===== src/rtl/ddw_ctrl.sv =====
module ddw_ctrl #(
  parameter int NWAYS   = 14,
  parameter int CNT_W   = 16,
  parameter int LAT_W   = 10,
  parameter int MPD_W   = 8,
  parameter int EPOCH_W = 20,
  parameter int MPD_RST = 10
) (
  input  logic                         clk,
  input  logic                         rst_n,
  input  logic                         hit_valid,
  input  logic [$clog2(NWAYS)-1:0]     hit_pos,
  input  logic [LAT_W-1:0]             avg_lat,
  input  logic [EPOCH_W-1:0]           epoch_cycles,
  input  logic                         epoch_tick,
  input  logic                         mpd_we,
  input  logic [MPD_W-1:0]             mpd_wdata,
  output logic [$clog2(NWAYS)-1:0]     ddw_count,
  output logic                         done
);
  localparam int POS_W = $clog2(NWAYS);
  localparam int SUM_W = CNT_W + $clog2(NWAYS + 1);
  localparam int LHS_W = SUM_W + LAT_W + 10;
  localparam int RHS_W = MPD_W + EPOCH_W;
  localparam int CMP_W = (LHS_W > RHS_W) ? LHS_W : RHS_W;
  localparam logic [CNT_W-1:0] CNT_MAX = '1;
  localparam logic [POS_W-1:0] LAST_K = POS_W'(NWAYS - 1);

  logic [CNT_W-1:0] live [NWAYS];
  logic [CNT_W-1:0] snap [NWAYS];
  logic [MPD_W-1:0] mpd_q;
  logic             busy;
  logic [POS_W-1:0] kidx, best;
  logic [SUM_W-1:0] acc;
  logic [LAT_W-1:0] lat_q;
  logic [RHS_W-1:0] budget;

  wire             start    = epoch_tick & ~busy;
  wire [POS_W-1:0] deep_idx = LAST_K - kidx;
  wire [CMP_W-1:0] loss     = CMP_W'(acc) * CMP_W'(lat_q) * CMP_W'(1000);
  wire             pass     = loss <= CMP_W'(budget);

  for (genvar i = 0; i < NWAYS; i++) begin : g_pos
    wire hit_here = hit_valid && (hit_pos == POS_W'(i));
    always_ff @(posedge clk) begin
      if (!rst_n) begin
        live[i] <= '0;
        snap[i] <= '0;
      end else if (start) begin
        snap[i] <= live[i];
        live[i] <= (live[i] >> 1) + CNT_W'(hit_here);
      end else if (hit_here && live[i] != CNT_MAX) begin
        live[i] <= live[i] + 1'b1;
      end
    end


    sat_hold_chk: assert property (@(posedge clk) disable iff (!rst_n)
      (live[i] == CNT_MAX && hit_here && !start) |=> live[i] == CNT_MAX);
  end

  always_ff @(posedge clk) begin
    if (!rst_n)      mpd_q <= MPD_W'(MPD_RST);
    else if (mpd_we) mpd_q <= mpd_wdata;
  end

  always_ff @(posedge clk) begin
    if (!rst_n) begin
      busy      <= 1'b0;
      kidx      <= '0;
      best      <= '0;
      acc       <= '0;
      lat_q     <= '0;
      budget    <= '0;
      ddw_count <= '0;
      done      <= 1'b0;
    end else begin
      done <= 1'b0;
      if (start) begin
        busy   <= 1'b1;
        kidx   <= '0;
        best   <= '0;
        acc    <= '0;
        lat_q  <= avg_lat;
        budget <= RHS_W'(mpd_q) * RHS_W'(epoch_cycles);
      end else if (busy) begin
        if (pass) best <= kidx;
        acc <= acc + SUM_W'(snap[deep_idx]);
        if (kidx == LAST_K) begin
          busy      <= 1'b0;
          ddw_count <= pass ? kidx : best;
          done      <= 1'b1;
        end else begin
          kidx <= kidx + 1'b1;
        end
      end
    end
  end


  count_cap_chk: assert property (@(posedge clk) disable iff (!rst_n)
    ddw_count <= LAST_K);


  done_pulse_chk: assert property (@(posedge clk) disable iff (!rst_n)
    done |=> !done);


  count_hold_chk: assert property (@(posedge clk) disable iff (!rst_n)
    !done |-> $stable(ddw_count));


  done_after_walk_chk: assert property (@(posedge clk) disable iff (!rst_n)
    $rose(done) |-> $past(busy));


  tick_start_chk: assert property (@(posedge clk) disable iff (!rst_n)
    (epoch_tick && !busy) |=> busy);


  acc_zero_chk: assert property (@(posedge clk) disable iff (!rst_n)
    start |=> acc == '0);
endmodule


===== config.mk =====
export PLATFORM = sky130hd
export DESIGN_NAME = ddw_ctrl
export DESIGN_NICKNAME = d
export VERILOG_FILES = /design/src/rtl/ddw_ctrl.sv
export SDC_FILE = /design/constraint.sdc
export NUM_CORES = 2
export LEC_CHECK = 0
export BUFFER_PORTS_ARGS = -buffer_cell sky130_fd_sc_hd__buf_2
export CAP_MARGIN = 15
export CORE_UTILIZATION = 59
export CTS_BUF_LIST = sky130_fd_sc_hd__clkbuf_8
export DETAILED_ROUTE_END_ITERATION = 16
export GPL_ROUTABILITY_DRIVEN = 0
export PLACE_DENSITY_LB_ADDON = 0.05
export SYNTH_ARGS = -nofsm -noshare
export SYNTH_HDL_FRONTEND = slang
export SYNTH_SLANG_ARGS = --single-unit

===== constraint.sdc =====
create_clock -name clk -period 10.9 [get_ports clk]
set_clock_uncertainty 0.15 [all_clocks]
set_input_delay 1.09 -clock clk [delete_from_list [all_inputs] [get_ports clk]]
set_output_delay 1.09 -clock clk [all_outputs]
set_load 0.02 [all_outputs]

==> results.json <==
{
  "synth_cell_types": 68,
  "ys_seq_area_frac": 0.3278,
  "post_route_ant_nets": 0,
  "syn_avg_cell_area_um2": 9.773,
  "worst_ep_required_time_ns": 11.41,
  "dieArea_um2": 78960,
  "initial_core_util": 0.6007,
  "h-tree-depth": 3,
  "mappedNetlistNets": 5379,
  "worstSetupPathType": "reg -> reg",
  "worst_pin_slew_ns": 1.073,
  "dieWidth_um": 281.0,
  "num_vias": 34214,
  "holdCritPathClass": "reg -> reg",
  "synth_enable_flop_cells": 448,
  "grt.overflow.total": 0,
  "place_inst": 5696,
  "synth_top_area_frac": 0.2929,
  "crit_top_cell": "sky130_fd_sc_hd__fa_1",
  "firstDrtPassIters": 6,
  "tritoncts": "done",
  "layout-drive-gt1-share": 0.1225,
  "fp-row-count": 101,
  "clkLatencyLatePin_ns": 0.74,
  "floorplan.die.height_um": 281.0,
  "route.final.wire_length_um": 111800,
  "clockBufferDepth": 3,
  "setup-violations-final": 0,
  "route.detailed.drc": 0,
  "final.fill_count": 6151,
  "cts_buffers": 92,
  "sequential_cell_area_um2": 15110,
  "critical_path.reg2reg.startpoint": "acc[7]",
  "port-buffer-count": 51,
  "grt.total_usage": 0.2824,
  "ys_warn_count": 0,
  "largest_net_degree_at_the_start_of_global_routing": 211,
  "power.ir.vdd_worst_v": 0.00008729,
  "flip_flop_and_latch_count_after_synthesis": 528,
  "hold_violations": 0,
  "num_ports": 52,
  "slowest_delay_ns": 0.57,
  "synth_top_area_cell": "sky130_fd_sc_hd__edfxtp_1",
  "syn2layout_area_growth_pct": 10.85,
  "critical_path_peak_fanout": 6,
  "multi_input_area_um2": 28700,
  "number_of_max_cap_violations": 0,
  "power_density_nw_per_um2": 125.1,
  "timing.final.max_slew_violations": 0,
  "routedWlPerCell_um": 18.93,
  "crit_slowest_cell": "sky130_fd_sc_hd__fa_1",
  "num-nets-final": 5478,
  "ys.flop_type": "sky130_fd_sc_hd__edfxtp_1",
  "max_slew_margin": 0.2789,
  "setup.worst_path.end_class": "register",
  "worst-r2r-setup-slack_ns": 0.42,
  "cell_leakage_power_nw": 21.85,
  "crit_arrival_ns": 10.99,
  "holdBufCountCts": 0,
  "timing.fmax_ghz": 0.09543,
  "via_count_of_the_first_global_routing_pass": 33023,
  "clk_pin_slew_worst_setup_hold_paths_ns": 0.08,
  "clock_sink_count": 528,
  "root_buffer": "sky130_fd_sc_hd__clkbuf_8",
  "place.detailed.hpwl_um": 79950,
  "endpoint": "ddw_count[1]",
  "timing.final.crit_share": 0.9614,
  "final_cells": 5906,
  "placement.setup.worst_slack_ns": -0.2007,
  "crit-reg2reg-capture": "ddw_count[1]",
  "post_synth_inst_count": 4699,
  "layout_common_cells": "sky130_fd_sc_hd__inv_1 (534), sky130_fd_sc_hd__nand2_1 (476), sky130_fd_sc_hd__edfxtp_1 (448)",
  "drt-initial-drc-count": 2451,
  "sort_of_element_at_the_start_of_the_critical_path": "register",
  "mostFrequentLayoutCell": "sky130_fd_sc_hd__inv_1",
  "synthArstFlopShare": 0,
  "cp-startpoint": "acc[7]",
  "run_status": "complete, no violations",
  "fin_util": 0.6659,
  "vias_per_cell": 5.793,
  "grt_first_pass_wirelength_um": 177500,
  "setup_slack_ns": 0.4212,
  "r2r.worst_path.cells": 40,
  "core_area_um2": 76450,
  "synthTopCellsByArea": "sky130_fd_sc_hd__edfxtp_1 (29%), sky130_fd_sc_hd__fa_1 (16%), sky130_fd_sc_hd__ha_1 (7.5%), sky130_fd_sc_hd__xnor2_1 (4.2%), sky130_fd_sc_hd__inv_1 (4.2%)",
  "netlist_area_pre_place_um2": 45920,
  "finalWorstPathRequiredPeriod_ns": 10.48,
  "antenna_found_initial": 3
}
power by group:
group | switching [W] | internal (W)
Combinational | 0.00110 | 0.000878
Sequential | 0.000202 | 0.00240
Clock | 0.000907 | 0.000877
Total | 0.00221 | 0.00416
final cells by class:
type,instances,area share
antenna,1,0.00004915
clock buffer,95,0.02568
clock inverter,76,0.008799
inverter,510,0.03782
multi-input combinational,3396,0.5638
sequential,528,0.2967
tap,1030,0.02531
timing repair buffer,270,0.04181
metrics by stage:
step / instance area (µm²) / hold slack, ns / TNS (ns) / power (W)
3_3_place_gp: 47970 / 0.3000 / 0 / 0.004479
2_1_floorplan: 45920 / 0.2859 / 0 / 0.003960
5_1_grt: 50910 / 0.3337 / -0.5058 / 0.006745
4_1_cts: 49780 / 0.3117 / 0 / 0.006308
3_5_place_dp: 47970 / 0.3033 / -1.085 / 0.004516
6_report: 50910 / 0.3103 / 0 / 0.006369
synth_stat cells, types with 187 or more instances:
| cell type | count |
|---|---|
| sky130_fd_sc_hd__fa_1 | 356 |
| sky130_fd_sc_hd__and3_1 | 268 |
| sky130_fd_sc_hd__xor2_1 | 201 |
| sky130_fd_sc_hd__inv_1 | 510 |
| sky130_fd_sc_hd__clkbuf_1 | 247 |
| sky130_fd_sc_hd__o22ai_1 | 187 |
| sky130_fd_sc_hd__and2_1 | 195 |
| sky130_fd_sc_hd__xnor2_1 | 220 |
| sky130_fd_sc_hd__ha_1 | 277 |
| sky130_fd_sc_hd__edfxtp_1 | 448 |
| sky130_fd_sc_hd__nand2_1 | 484 |
| sky130_fd_sc_hd__nor2_1 | 261 |
how the worst min path moves through the flow:
| stage | from | depth (start not counted) | endpoint | slack, ns |
|---|---|---|---|---|
| 2_1_floorplan | budget[0] | 2 | budget[0] | 0.29 |
| 3_3_place_gp | best[3] | 2 | best[3] | 0.30 |
| 3_5_place_dp | best[3] | 2 | best[3] | 0.30 |
| 4_1_cts | best[3] | 2 | best[3] | 0.31 |
| 5_1_grt | best[3] | 2 | best[3] | 0.33 |
| 6_report | best[3] | 2 | best[3] | 0.31 |
sequential cells by signal (all words and copies together), names as in the netlist:
signal     count
live         224
ddw_count      4
lat_q         10
snap         224
best           4
kidx           4
busy           1
acc           20
mpd_q          8
done           1
budget        28
what timing repair did:
item / CTS / global route
setup buffers: 1 / 31
setup endpoints to repair: 8 / 8
gates cloned: 0 / 5
resized for setup: 13 / 158
pin swaps: 4 / 105
per-layer routing:
metal | part of all wire | up-vias | wire length, µm | track usage
met1 | 0.45 | 16887 | 49880 | 0.4017
met5 | 0.00021 | - | 24 | 0
met2 | 0.47 | 832 | 53010 | 0.4552
met4 | 0.025 | 4 | 2797 | 0.07776
li1 | - | 16317 | - | -
met3 | 0.054 | 174 | 6084 | 0.03608
cell families after synthesis:
| logic type | count (synthesis) | synth area share |
|---|---|---|
| compound gates | 661 | 0.09228 |
| buf+inv | 775 | 0.06337 |
| flops | 528 | 0.3278 |
| mux | 104 | 0.03575 |
| simple gates | 1575 | 0.1694 |
| fa+ha+maj | 635 | 0.2311 |
| xor+xnor | 421 | 0.08029 |
worst max-delay path, delay by kind of cell (launching register included):
kind,cells,cell delay (ns)
flops,1,0.35
simple gates,6,1.47
xor+xnor,2,0.21
fa+ha+maj,12,5.13
buf+inv,7,0.90
compound gates,13,2.17
(Power assumes the default switching activity.)
